===== src/rtl/diag_tx_pkg.sv =====
package diag_tx_pkg;
  // Frame layout: start bit, data bits, stop bit.
  localparam int unsigned DATA_BITS = 8;
  localparam int unsigned FRAME_LEN = DATA_BITS + 2;

  typedef enum logic [1:0] {
    SEG_START = 2'd0,
    SEG_DATA  = 2'd1,
    SEG_STOP  = 2'd2,
    SEG_IDLE  = 2'd3
  } seg_e;

  function automatic seg_e seg_of(input int unsigned pos);
    if (pos == 0)                   return SEG_START;
    else if (pos <= DATA_BITS)      return SEG_DATA;
    else if (pos == DATA_BITS + 1)  return SEG_STOP;
    else                            return SEG_IDLE;
  endfunction
endpackage


===== src/rtl/dtx_strobe_delay.sv =====
module dtx_strobe_delay #(
  parameter int unsigned DLY = 2
) (
  input  logic clk,
  input  logic rst,
  input  logic stb_in,
  output logic stb_out
);
  generate
    if (DLY == 0) begin : g_pass
      assign stb_out = stb_in;
    end else begin : g_pipe
      logic [DLY-1:0] pipe_q;
      always_ff @(posedge clk) begin
        if (rst) pipe_q <= '0;
        else     pipe_q <= {pipe_q[DLY-2 >= 0 ? DLY-2 : 0 : 0], stb_in};
      end
      assign stb_out = pipe_q[DLY-1];
    end
  endgenerate
endmodule


===== src/rtl/dtx_oc_latch.sv =====
module dtx_oc_latch #(
  parameter int unsigned N_PLUG = 6
) (
  input  logic              clk,
  input  logic              rst,
  input  logic [N_PLUG-1:0] oc_in,
  output logic [N_PLUG-1:0] oc_q
);
  generate
    for (genvar i = 0; i < N_PLUG; i++) begin : g_ch
      always_ff @(posedge clk) begin
        if (rst)          oc_q[i] <= 1'b0;
        else if (oc_in[i]) oc_q[i] <= 1'b1;
      end

      // Stored overcurrent survives until reset.
      assert_oc_sticky_R8: assert property (@(posedge clk) disable iff (rst)
        oc_q[i] |=> oc_q[i]);
    end
  endgenerate
endmodule


===== src/rtl/dtx_fault_word.sv =====
module dtx_fault_word #(
  parameter int unsigned N_PLUG = 6,
  parameter int unsigned N_MOD  = 5,
  localparam int unsigned W     = N_PLUG + 2
) (
  input  logic              clk,
  input  logic              rst,
  input  logic              wr_en,
  input  logic [N_PLUG-1:0] ol,
  input  logic [N_PLUG-1:0] oc_held,
  input  logic              bat_uv,
  input  logic [N_MOD-1:0]  mod_flt,
  output logic [W-1:0]      word_q
);
  logic              any_oc;
  logic [N_PLUG-1:0] plug_bits;
  logic [W-1:0]      word_d;

  always_comb begin
    any_oc = |oc_held;
    if (any_oc)      plug_bits = oc_held;
    else if (bat_uv) plug_bits = '0;
    else             plug_bits = ol;
    word_d = {(|mod_flt) | bat_uv, any_oc | bat_uv, plug_bits};
  end

  always_ff @(posedge clk) begin
    if (rst)        word_q <= '0;
    else if (wr_en) word_q <= word_d;
  end
endmodule


===== src/rtl/dtx_frame_seq.sv =====
module dtx_frame_seq
  import diag_tx_pkg::*;
#(
  parameter int unsigned PERIOD = 32,
  parameter int unsigned REG_W  = DATA_BITS,
  localparam int unsigned CNT_W = $clog2(PERIOD)
) (
  input  logic             clk,
  input  logic             rst,
  input  logic             adv,
  input  logic [REG_W-1:0] word,
  output logic             pull_q,
  output logic             wr_open
);
  logic [CNT_W-1:0] nxt_q;
  logic             started_q;
  logic             data_bit;
  logic             pull_d;
  seg_e             seg;

  always_comb begin
    seg      = seg_of(int'(nxt_q));
    data_bit = 1'b1;
    for (int k = 0; k < REG_W; k++)
      if (nxt_q == CNT_W'(k + 1)) data_bit = word[k];
    unique case (seg)
      SEG_START: pull_d = 1'b1;
      SEG_DATA:  pull_d = ~data_bit;
      default:   pull_d = 1'b0;
    endcase
  end

  always_ff @(posedge clk) begin
    if (rst) begin
      nxt_q     <= '0;
      started_q <= 1'b0;
      pull_q    <= 1'b0;
    end else if (adv) begin
      started_q <= 1'b1;
      pull_q    <= pull_d;
      nxt_q     <= (nxt_q == CNT_W'(PERIOD - 1)) ? '0 : nxt_q + 1'b1;
    end
  end

  assign wr_open = started_q && !adv &&
                   (nxt_q == '0 || int'(nxt_q) >= FRAME_LEN);

  assert_prestart_released_R1: assert property (@(posedge clk) disable iff (rst)
    !started_q |-> !pull_q);
  assert_hold_without_edge_R2: assert property (@(posedge clk) disable iff (rst)
    !adv |=> $stable(nxt_q) && $stable(pull_q));
  assert_start_pulls_R3: assert property (@(posedge clk) disable iff (rst)
    started_q && nxt_q == CNT_W'(1) |-> pull_q);
  assert_idle_released_R3: assert property (@(posedge clk) disable iff (rst)
    started_q && (nxt_q == '0 || int'(nxt_q) >= FRAME_LEN) |-> !pull_q);
endmodule


===== src/rtl/diag_frame_tx.sv =====
module diag_frame_tx
  import diag_tx_pkg::*;
#(
  parameter int unsigned N_PLUG = 6,
  parameter int unsigned N_MOD  = 5,
  parameter int unsigned PERIOD = 32,
  parameter int unsigned DLY    = 2
) (
  input  logic              clk,
  input  logic              rst,
  input  logic              fall_stb,
  input  logic [N_PLUG-1:0] open_load,
  input  logic [N_PLUG-1:0] over_cur,
  input  logic              bat_low,
  input  logic [N_MOD-1:0]  module_flt,
  output logic              line_pull,
  output logic [N_PLUG+1:0] fail_reg
);
  localparam int unsigned REG_W = N_PLUG + 2;

  logic              adv;
  logic              wr_open;
  logic [N_PLUG-1:0] oc_held;

  dtx_strobe_delay #(.DLY(DLY)) u_dly (
    .clk(clk), .rst(rst), .stb_in(fall_stb), .stb_out(adv));

  dtx_oc_latch #(.N_PLUG(N_PLUG)) u_oc (
    .clk(clk), .rst(rst), .oc_in(over_cur), .oc_q(oc_held));

  dtx_fault_word #(.N_PLUG(N_PLUG), .N_MOD(N_MOD)) u_word (
    .clk(clk), .rst(rst), .wr_en(wr_open), .ol(open_load),
    .oc_held(oc_held), .bat_uv(bat_low), .mod_flt(module_flt),
    .word_q(fail_reg));

  dtx_frame_seq #(.PERIOD(PERIOD), .REG_W(REG_W)) u_seq (
    .clk(clk), .rst(rst), .adv(adv), .word(fail_reg),
    .pull_q(line_pull), .wr_open(wr_open));

  // Word is frozen whenever the sequencer keeps the window closed.
  assert_frozen_in_frame_R6: assert property (@(posedge clk) disable iff (rst)
    !wr_open |=> $stable(fail_reg));
  // Battery undervoltage alone: both upper bits, plug bits clear.
  assert_bat_low_word_R9: assert property (@(posedge clk) disable iff (rst)
    wr_open && bat_low && oc_held == '0 && !(|over_cur) |=>
      fail_reg[N_PLUG+1:N_PLUG] == 2'b11 && fail_reg[N_PLUG-1:0] == '0);
endmodule


===== config.mk =====
export PLATFORM = sky130hd
export DESIGN_NAME = diag_frame_tx
export DESIGN_NICKNAME = d
export VERILOG_FILES = /design/src/rtl/diag_tx_pkg.sv /design/src/rtl/dtx_strobe_delay.sv /design/src/rtl/dtx_oc_latch.sv /design/src/rtl/dtx_fault_word.sv /design/src/rtl/dtx_frame_seq.sv /design/src/rtl/diag_frame_tx.sv
export SDC_FILE = /design/constraint.sdc
export NUM_CORES = 1
export LEC_CHECK = 0
export BUFFER_PORTS_ARGS = -buffer_cell sky130_fd_sc_hd__buf_2
export CORE_ASPECT_RATIO = 1.4
export CORE_MARGIN = 4
export CORE_UTILIZATION = 40
export CTS_CLUSTER_DIAMETER = 40
export DETAILED_ROUTE_END_ITERATION = 10
export GPL_TIMING_DRIVEN = 0
export SLEW_MARGIN = 20
export SYNTH_ARGS = -nofsm -noshare
export SYNTH_HDL_FRONTEND = slang
export SYNTH_SLANG_ARGS = --single-unit

===== constraint.sdc =====
create_clock -name clk -period 2.28 [get_ports clk]
set_clock_uncertainty 0.15 [all_clocks]
set_input_delay 0.228 -clock clk [delete_from_list [all_inputs] [get_ports clk]]
set_output_delay 0.228 -clock clk [all_outputs]
set_load 0.005 [all_outputs]

==> impl_metrics.toml <==
[routing]
drt_first_iter_violations = 10
wl_per_cell_um = 13.4
wire_length_the_detailed_router_placed_on_met1_mm = 1.06
drt_first_pass_iters = 3
route.vias.total = 999
wl_mm = 2.64
dr.max_layer_used = "met4"
wl_met3_um = 96
antenna_left = 0
drt_drc_violations_left = 0
met2WireLength_mm = 1.43
viasPerCell = 5.07

[placement]
place_inst = 184
instance_area_at_placement_sq_mm = 0.00127
hpwlAfterDp_mm = 1.95
place_congestion = 0.735
io_buffers = 29

[floorplanning]
starting_density_of_the_core = 0.414
die_y_extent_um = 69.5
placementRows = 22
dieArea_sq_mm = 0.00361
die_w_um = 52.0
floorplan.core_area_sq_mm = 0.00262
design.portCount = 30

[global_routing]
first_global_vias = 1084
grt_first_pass_wirelength_mm = 4.63
grt_max_degree = 13
globalRouteTotalUtil = 0.166
grt_antenna_before_repair = 0
grt_overflow = 0

[setup_path]
critical_path_required_ns = 2.36
worst-r2r-cell-count = 8
cpMostUsedCell = "buf_2"
worstSetupPathType = "reg2reg"
timing.critical_path.cells = "inv_1 -> ha_1 -> nor2b_1 -> o311a_1 -> buf_2 -> and2_1 -> buf_2 -> a211oi_2"
crit_path_end_kind = "register"
worst_stage_delay_on_the_critical_path_ns = 0.43
timing.critical_path.slowest_stage_cell = "dfxtp_2"
kind_of_start_point_of_the_critical_path = "register"
logic_depth_of_the_worst_path_buffers_included = 8
wp_buf_inv = 3
critPathTopFamily = "compound AO/OA/AOI/OAI gates"
critPathMaxFanout = 9
rrSetupSlack_ns = 0.15
worst_setup_path_endpoint = "u_word.word_q[5]"
worstSetupStartpoint = "u_seq.nxt_q[0]"
critical_path_arrival_ns = 2.21
critical_path.reg2reg.startpoint = "u_seq.nxt_q[0]"
rr_endpoint = "u_word.word_q[5]"

[yosys]
fraction_of_the_yosys_area_taken_by_sequential_cells = 0.425
post_synth_instance_area_sq_mm = 0.00108
postSynthRegisterBits = 23
synth_cell_type_count = 34
syn-mean-instance-area_sq_um = 9.09
synth-edff-count = 0
postSynthNetCount = 145
asyncSetResetFlopFracSynth = 0
post_synth_inst_count = 119
warnings_from_yosys = 0
synthFlopType = "dfxtp_1"

[sta]
hold_ws_ns = 0.0641
hold_viol_final = 0
actual_slew_at_the_worst_max_slew_pin_ns = 0.628
maxSlewViolCount = 0
setup_tns_ns = 0
grt_setup_unrepaired = "false"
max-slew-margin-rel = 0.582
max_freq_mhz = 470
finalCritPeriodShare = 0.934
period_needed_ns = 2.13
setup_viol_count_final = 0

[power]
p_sw_uw = 194
int_pwr_uw = 553
share_comb_of_total_power = 0.154
clockPowerShare = 0.253
netSwitchingFraction = 0.259
power.density_cell_area_mw_per_mm2 = 536
power.static_leakage_nw = 0.575
irDropWorstVdd_uv = 311
power.sequential.fraction = 0.593

[cells_and_area]
syn_to_final_growth_pct = 28.6
num-nets-final = 188
post_route_cells_drive_above_1_share = 0.298
stdcell_count = 197
final_util = 0.532
post-route-cell-area_sq_mm = 0.00139
antenna_diode_instance_count = 0

[clock_tree]
cts_root_buf = "clkbuf_4"
ctsLongestPathBuffers = 2
clk_transition_reported_paths_ns = 0.12
cts_made_buffers = 3
tritoncts_clock_tree = "yes"
cts_num_sinks = 23
insertion_delay_ns = 0.31
post-cts-setup-buffers = 0
cts.htree.levels = 1

[min_path]
min_path_type = "in2reg"
holdCritStartpoint = "module_flt[1]"

[run]
timing.max_cap.violations = 0

[outcome]
run_status = "finished, final reports clean"
[cell usage after synthesis, types with 2 or more instances]
| master | instances | area [sq um] |
|---|---|---|
| a211oi_2 | 6 | 75.1 |
| buf_2 | 4 | 20.0 |
| nor2_1 | 22 | 82.6 |
| inv_1 | 5 | 18.8 |
| nor3b_1 | 2 | 15.0 |
| ha_1 | 5 | 62.6 |
| dfxtp_1 | 23 | 460 |
| mux2i_1 | 3 | 30.0 |
| a21oi_1 | 18 | 90.1 |
| nand2_1 | 3 | 11.3 |
| nor4_1 | 2 | 12.5 |
| o21ai_0 | 2 | 10.0 |
| nor2b_1 | 3 | 18.8 |
[what timing repair did]
item / 4_1_cts / 5_1_grt
hold buffers: 9 / 0
endpoints found under the hold margin: 9 / 0
endpoints found under the setup margin: 0 / 8
resized for setup: 0 / 2
[layout make-up]
type / count / area, sq um
Inverter: 5 / 18.8
Timing Repair Buffer: 38 / 235
Buffer: 6 / 27.5
Sequential cell: 23 / 463
Multi-Input combinational cell: 85 / 576
Tap cell: 36 / 45.0
Fill cell: 263 / 1220
Clock buffer: 4 / 26.3
[cell families (layout without fill, tap and decap cells)]
family,after synthesis,count (layout),synth area share
compound gates,35,35,0.230
fa+ha+maj,5,5,0.0578
buf+inv,11,53,0.0428
flops,23,23,0.425
mux,4,4,0.0382
simple gates,41,41,0.206
[cells in the final DEF (no fill, tap or decap), types with 2 or more instances in the layout]
cell type / Yosys / layout
a211oi_2: 6 / 6
a21oi_1: 18 / 18
buf_2: 4 / 33
clkbuf_1: 1 / 2
clkbuf_4: 0 / 3
dfxtp_1: 23 / 21
dfxtp_2: 0 / 2
dlygate4sd3_1: 0 / 9
ha_1: 5 / 5
inv_1: 5 / 5
mux2i_1: 3 / 3
nand2_1: 3 / 3
nor2_1: 22 / 22
nor2b_1: 3 / 3
nor3b_1: 2 / 2
nor4_1: 2 / 2
o21ai_0: 2 / 2
[power by group through the flow]
| stage | clock network (mW) | registers, mW | logic (mW) |
|---|---|---|---|
| global route | 0.209 | 0.447 | 0.130 |
| floorplan | 0 | 0.449 | 0.0621 |
| finish | 0.189 | 0.443 | 0.115 |
| CTS | 0.192 | 0.443 | 0.115 |
| global placement | 0 | 0.452 | 0.101 |
| detailed placement | 0 | 0.453 | 0.103 |
[sequential cells by signal, indices dropped and copies added, names as in the netlist]
name	flops
u_seq.started_q	1
u_word.word_q	8
u_oc.oc_q	6
u_seq.nxt_q	5
u_seq.pull_q	1
u_dly.g_pipe.pipe_q	2
[per-stage QoR]
step	power [mW]	setup slack, ns
global route	0.785	0.0242
CTS	0.751	0.0241
floorplan	0.511	0.304
detailed placement	0.555	0.0517
global placement	0.553	0.122
finish	0.746	0.151
[worst min-delay path by stage]
stage,endpoint,cells past startpoint
final,u_word.word_q[7],3
after detailed placement,u_dly.g_pipe.pipe_q[1],1
after floorplan,u_dly.g_pipe.pipe_q[0],1
after CTS,u_word.word_q[7],3
after global routing,u_word.word_q[7],3
after global placement,u_dly.g_pipe.pipe_q[1],1
[routing by layer]
metal  up-vias  track usage
met5         -            0
met4         0       0.0787
met3         6       0.0301
met2        24        0.294
met1       457        0.182
li1        512            -
[tightest hold or removal path, stage by stage]
cell and delay, ns:
buf_2 0.09, nor2_1 0.08, a311oi_1 0.08
Note: power is estimated with default switching activity, not from simulation.
